## src/rtl/rtc_snap_pkg.sv

```systemverilog
package rtc_snap_pkg;
  localparam logic [31:0] OFS_SECONDS = 32'h08;
  localparam logic [31:0] OFS_SHADOW  = 32'h0C;
  localparam logic [31:0] OFS_SUBSEC  = 32'h10;

  typedef enum logic [1:0] {
    SEL_NONE,
    SEL_SECONDS,
    SEL_SHADOW,
    SEL_SUBSEC
  } rtc_sel_e;

  function automatic rtc_sel_e rtc_decode(input logic [31:0] a);
    rtc_sel_e s;
    case (a)
      OFS_SECONDS: s = SEL_SECONDS;
      OFS_SHADOW:  s = SEL_SHADOW;
      OFS_SUBSEC:  s = SEL_SUBSEC;
      default:     s = SEL_NONE;
    endcase
    return s;
  endfunction
endpackage

```

## src/rtl/rtc_snap_subsec.sv

```systemverilog
module rtc_snap_subsec #(
  parameter int MS_PER_S = 1000,
  localparam int MS_W = $clog2(MS_PER_S)
) (
  input  logic            clk,
  input  logic            rst,
  input  logic            tick,
  output logic [MS_W-1:0] ms_q,
  output logic [MS_W-1:0] ms_nxt,
  output logic            carry
);
  localparam logic [MS_W-1:0] MS_LAST = MS_W'(MS_PER_S - 1);

  always_comb begin
    carry  = tick && (ms_q == MS_LAST);
    ms_nxt = ms_q;
    if (carry)     ms_nxt = '0;
    else if (tick) ms_nxt = ms_q + MS_W'(1);
  end

  always_ff @(posedge clk) begin
    if (rst) ms_q <= '0;
    else     ms_q <= ms_nxt;
  end
endmodule

```

## src/rtl/rtc_snap_seconds.sv

```systemverilog
module rtc_snap_seconds #(
  parameter int SEC_W = 32
) (
  input  logic             clk,
  input  logic             rst,
  input  logic             carry,
  input  logic             load,
  input  logic [SEC_W-1:0] load_val,
  output logic [SEC_W-1:0] sec_q,
  output logic [SEC_W-1:0] sec_nxt
);
  always_comb begin
    if (load)       sec_nxt = load_val;
    else if (carry) sec_nxt = sec_q + SEC_W'(1);
    else            sec_nxt = sec_q;
  end

  always_ff @(posedge clk) begin
    if (rst) sec_q <= '0;
    else     sec_q <= sec_nxt;
  end
endmodule

```

## src/rtl/rtc_snap_shadow.sv

```systemverilog
module rtc_snap_shadow #(
  parameter int SEC_W = 32
) (
  input  logic             clk,
  input  logic             rst,
  input  logic             snap,
  input  logic [SEC_W-1:0] sec_nxt,
  output logic [SEC_W-1:0] shadow_q
);
  always_ff @(posedge clk) begin
    if (rst)       shadow_q <= '0;
    else if (snap) shadow_q <= sec_nxt;
  end
endmodule

```

## src/rtl/rtc_snap_timer.sv

```systemverilog
module rtc_snap_timer #(
  parameter int ADDR_W   = 8,
  parameter int DATA_W   = 32,
  parameter int SEC_W    = 32,
  parameter int MS_PER_S = 1000
) (
  input  logic              clk,
  input  logic              rst,
  input  logic              tick,
  input  logic              rd_en,
  input  logic              wr_en,
  input  logic [ADDR_W-1:0] addr,
  input  logic [DATA_W-1:0] wdata,
  output logic [DATA_W-1:0] rdata
);
  import rtc_snap_pkg::*;

  localparam int MS_W = $clog2(MS_PER_S);

  rtc_sel_e         sel;
  logic             load, snap, carry;
  logic [MS_W-1:0]  ms_q, ms_nxt;
  logic [SEC_W-1:0] sec_q, sec_nxt, shadow_q;
  logic [DATA_W-1:0] rd_val;

  assign sel  = rtc_decode(32'(addr));
  assign load = wr_en && (sel == SEL_SECONDS);
  assign snap = rd_en && (sel == SEL_SUBSEC);

  rtc_snap_subsec #(.MS_PER_S(MS_PER_S)) u_subsec (
    .clk(clk), .rst(rst), .tick(tick),
    .ms_q(ms_q), .ms_nxt(ms_nxt), .carry(carry)
  );

  rtc_snap_seconds #(.SEC_W(SEC_W)) u_seconds (
    .clk(clk), .rst(rst), .carry(carry), .load(load),
    .load_val(wdata[SEC_W-1:0]), .sec_q(sec_q), .sec_nxt(sec_nxt)
  );

  rtc_snap_shadow #(.SEC_W(SEC_W)) u_shadow (
    .clk(clk), .rst(rst), .snap(snap),
    .sec_nxt(sec_nxt), .shadow_q(shadow_q)
  );

  always_comb begin
    case (sel)
      SEL_SECONDS: rd_val = DATA_W'(sec_nxt);
      SEL_SUBSEC:  rd_val = DATA_W'(ms_nxt);
      SEL_SHADOW:  rd_val = DATA_W'(shadow_q);
      default:     rd_val = '0;
    endcase
  end

  always_ff @(posedge clk) begin
    if (rst)        rdata <= '0;
    else if (rd_en) rdata <= rd_val;
  end
endmodule

```

## config.mk

```make
export PLATFORM = sky130hd
export DESIGN_NAME = rtc_snap_timer
export DESIGN_NICKNAME = d
export VERILOG_FILES = /design/src/rtl/rtc_snap_pkg.sv /design/src/rtl/rtc_snap_subsec.sv /design/src/rtl/rtc_snap_seconds.sv /design/src/rtl/rtc_snap_shadow.sv /design/src/rtl/rtc_snap_timer.sv
export SDC_FILE = /design/constraint.sdc
export NUM_CORES = 1
export LEC_CHECK = 0
export CAP_MARGIN = 10
export CORE_AREA = 4 4 129 131
export DETAILED_ROUTE_END_ITERATION = 8
export DIE_AREA = 0 0 133 135
export PLACE_DENSITY_LB_ADDON = 0.3
export SKIP_CTS_REPAIR_TIMING = 1
export SLEW_MARGIN = 20
export SYNTH_ARGS = -nofsm -noshare
export SYNTH_HDL_FRONTEND = slang
export SYNTH_SLANG_ARGS = --single-unit
```

## constraint.sdc

```tcl
create_clock -name clk -period 4.6 [get_ports clk]
set_input_delay 0.92 -clock clk [delete_from_list [all_inputs] [get_ports clk]]
set_output_delay 0.92 -clock clk [all_outputs]
set_load 0.01 [all_outputs]
```

==> key figures <==
Clock network
  • Clk_lat worst skew: between 0.3 and 0.4 ns
  • Clk slew on worst S/H paths: about 0.070 ns
  • CTS root buffer: clkbuf_16
  • TritonCTS clock tree: done
  • TritonCTS Buffers: 9
  • Clk buf depth: 2
  • H-Tree Depth: 3
  • Clock Sinks: about 110

Place
  • Hpwl dp: 12510 um
  • GP Congestion: 0.8746
  • Placed cell count: 931
  • IO Port Bufs: 76

Power and ir drop
  • Total power: between 0.0015 and 0.002 W
  • Combinational share of power: 6.7%
  • Pleak: 2.171 nW
  • Sequential share of power: between 40% and 50%
  • VDD IR max: around 0.00019 V
  • Pwr dens: between 200 and 300 nW/um2
  • NetSw: approximately 0.00043 W
  • Sw frac: ~22%
  • Internal: approximately 0.0015 W
  • Clock group share of total power: 45.5%

STA
  • Slew Limit Fails: 0
  • Skew final: approximately 0.0060 ns
  • Least-Margin Pin Slew: 1.091 ns
  • Count of final setup violators: 0
  • Final hold violations: 0
  • Final period util: ~72%
  • Max Clock Freq: 302.0 MHz
  • Hold slack: between 0.4 and 0.5 ns
  • RSZ-0062 raised after global routing: no
  • Slew margin rel.: 26.70%
  • Minimum clock period: 3.311 ns
  • Setup TNS Final: 0 ns

Yosys
  • Syn nets: about 720
  • Avg Inst Size Synth: roughly 8.4 um2
  • Number of synthesis warnings: 0
  • Synth Area in Adders: less than 1%
  • Syn Inst Count: 677
  • Compound-Gate Fraction of Synth Area: 21.33%
  • Mux contribution to synthesized area: approximately 2.3%
  • Synth Area in XOR/XNOR: under 10%
  • Post-synth cell types: 66
  • Register area share after synthesis: about 37%
  • EDFF count, synth: 0
  • Simple-Gate Fraction of Synth Area: approximately 30%
  • Flops & latches, synth: between 100 and 150
  • Ys async rst share: 0%
  • Ys flop type: dfxtp_1
  • Largest family of logic cells by synthesized area: simple AND/OR/NAND/NOR gates
  • Post-synthesis cell area: 5660 um2

Hold path
  • Hold WC Path Type: register to register

Drt
  • DR DRC count: 0
  • Routed vias: ~5500
  • Routed wl met2: approximately 8600 um
  • DRT Pass-1 Iters: 6
  • Initial DRC Count: roughly 500
  • Via/cell ratio: 5.834
  • Highest metal used: met4
  • WL final: between 15000 and 20000 um
  • Post-route ant nets: 0
  • Routed wl met3: ~1100 um
  • Routed wire per std cell: between 15 and 20 um
  • Wire length on met1: approximately 8000 um

Setup path
  • Reg2reg end: rdata[1]$_SDFFE_PP0P_
  • Setup crit end: rdata[11]$_SDFFE_PP0P_
  • Crit Reg-Reg Startpoint: u_subsec.ms_q[6]$_SDFF_PP0_
  • Reg2Reg Setup Slack: 1.52 ns
  • Crit end category: register
  • Critical Path RT: slightly below 5 ns
  • Crit Path Class: input port to register
  • Worst path arrival time: ~3.6 ns
  • CP Max Fanout: 25
  • CP Launch Point: tick
  • Depth of the most critical reg-to-reg path: 5
  • Worst setup SP type: input port

Layout
  • Commonest non-fill, non-tap cell in the layout: dfxtp_1
  • Most frequent cells in the layout: dfxtp_1 (106), nor2_1 (86), clkdlybuf4s50_1 (75)
  • Diodes inserted: 0
  • Fraction of layout cells with a size suffix above 1: 7.534%
  • Area growth from synthesis to layout: 22.30%
  • Fillers: 1551
  • Final cell count without fillers: approximately 950
  • Nets: approximately 770

Job
  • MaxCap Viol Count: 0

Floorplanning
  • Die Height: about 140 um
  • CORE AREA: 15600 um2
  • Die width: 133 um
  • Row Count: 46
  • Die area: between 15000 and 20000 um2
  • Initial core utilization: a little over a third
  • IO Pins: 77

Global routing
  • Antenna violations before repair: 0
  • Largest net degree at the start of global routing: 53
  • Vias in the first global route: around 5400
  • GRT Util Overall: between 10% and 20%
  • First-pass GRT wire length: ~29000 um
  • GRT overflow: 0

Run status
  • Status: completed
worst min-delay path by stage:
stage               slack [ns]                endpoint  cells after the start                               start
floorplan                 0.45  rdata[14]$_SDFFE_PP0P_                      2  u_shadow.shadow_q[14]$_SDFFE_PP0P_
global placement          0.46  rdata[14]$_SDFFE_PP0P_                      2  u_shadow.shadow_q[14]$_SDFFE_PP0P_
detailed placement        0.47  rdata[14]$_SDFFE_PP0P_                      2  u_shadow.shadow_q[14]$_SDFFE_PP0P_
CTS                       0.48  rdata[14]$_SDFFE_PP0P_                      2  u_shadow.shadow_q[14]$_SDFFE_PP0P_
global route              0.50  rdata[14]$_SDFFE_PP0P_                      2  u_shadow.shadow_q[14]$_SDFFE_PP0P_
finish                    0.48  rdata[14]$_SDFFE_PP0P_                      2  u_shadow.shadow_q[14]$_SDFFE_PP0P_
routing by layer:
layer | GRT usage (%) | vias up
met3 | 3.428 | 25
met5 | 0 | -
li1 | - | 2640
met2 | 33.01 | 205
met4 | 6.351 | 0
met1 | 26.05 | 2649
state kept, by name, indices dropped and copies added (netlist names):
signal             cells
rdata                 32
u_seconds.sec_q       32
u_shadow.shadow_q     32
u_subsec.ms_q         10
power groups by stage:
stage                     clock [W]  combinational (W)  sequential, W
final                      0.000886           0.000130       0.000929
after global routing       0.000928           0.000140       0.000930
after detailed placement          0           0.000130       0.000951
after CTS                  0.000894           0.000130       0.000929
after floorplan                   0          0.0000549       0.000951
after global placement            0           0.000128       0.000950
area by class of cell:
class | instances | area, um2 | share of cell area, %
Inverter | 14 | 52.55 | 0.7591
Tap cell | 216 | 270.3 | 3.904
Sequential cell | 106 | 2122 | 30.65
Clock inverter | 5 | 103.9 | 1.500
Clock buffer | 10 | 229.0 | 3.307
Timing Repair Buffer | 90 | 873.3 | 12.62
Multi-Input combinational cell | 505 | 3272 | 47.26
Yosys cell counts, types with 5 or more instances:
cell type	instances	area (um2)
a221oi_1	11	96.34
and4_1	9	78.83
a211oi_1	44	330.3
or3_1	6	37.54
a31oi_1	8	50.05
o22ai_1	5	31.28
a21oi_1	16	80.08
a222oi_1	5	50.05
clkbuf_1	45	168.9
xnor2_1	17	148.9
nor2b_1	10	62.56
o31ai_1	5	37.54
dfxtp_1	106	2122
a311o_1	6	60.06
nor3_1	29	145.1
and2_1	5	31.28
nor4_1	17	106.4
mux2i_1	11	110.1
xor2_1	8	70.07
nand2b_1	12	75.07
and3_1	10	62.56
nor4_2	14	175.2
nor2_1	87	326.6
nand4_1	15	93.84
o21bai_1	6	45.04
nand2_1	44	165.2
o21ai_0	19	95.09
o31a_1	7	61.31
inv_1	14	52.55
nand3_1	29	145.1
through the flow:
step,setup WS [ns],cell area [um2],util (%)
2_1_floorplan,1.777,5660,-
3_3_place_gp,1.012,6590,42.25
3_5_place_dp,0.9700,6590,42.25
4_1_cts,1.337,6923,44.38
5_1_grt,1.119,6923,44.38
6_report,1.289,6923,44.38
cell families (layout without fill, tap and decap cells):
logic type | Yosys count | after routing
AND/OR/NAND/NOR | 302 | 302
AO/OA/AOI/OAI | 163 | 163
XOR/XNOR | 25 | 25
adder cells (fa/ha/maj) | 2 | 2
multiplexers | 13 | 13
flip-flops | 106 | 106
buffers and inverters | 66 | 119
critical path, stage by stage:
cell	delay (ns)
clkdlybuf4s50_1	0.62
nand2_1	0.21
or4_4	0.78
nor4_1	0.37
mux2_2	0.38
a311o_1	0.26
(Power assumes the default switching activity.)
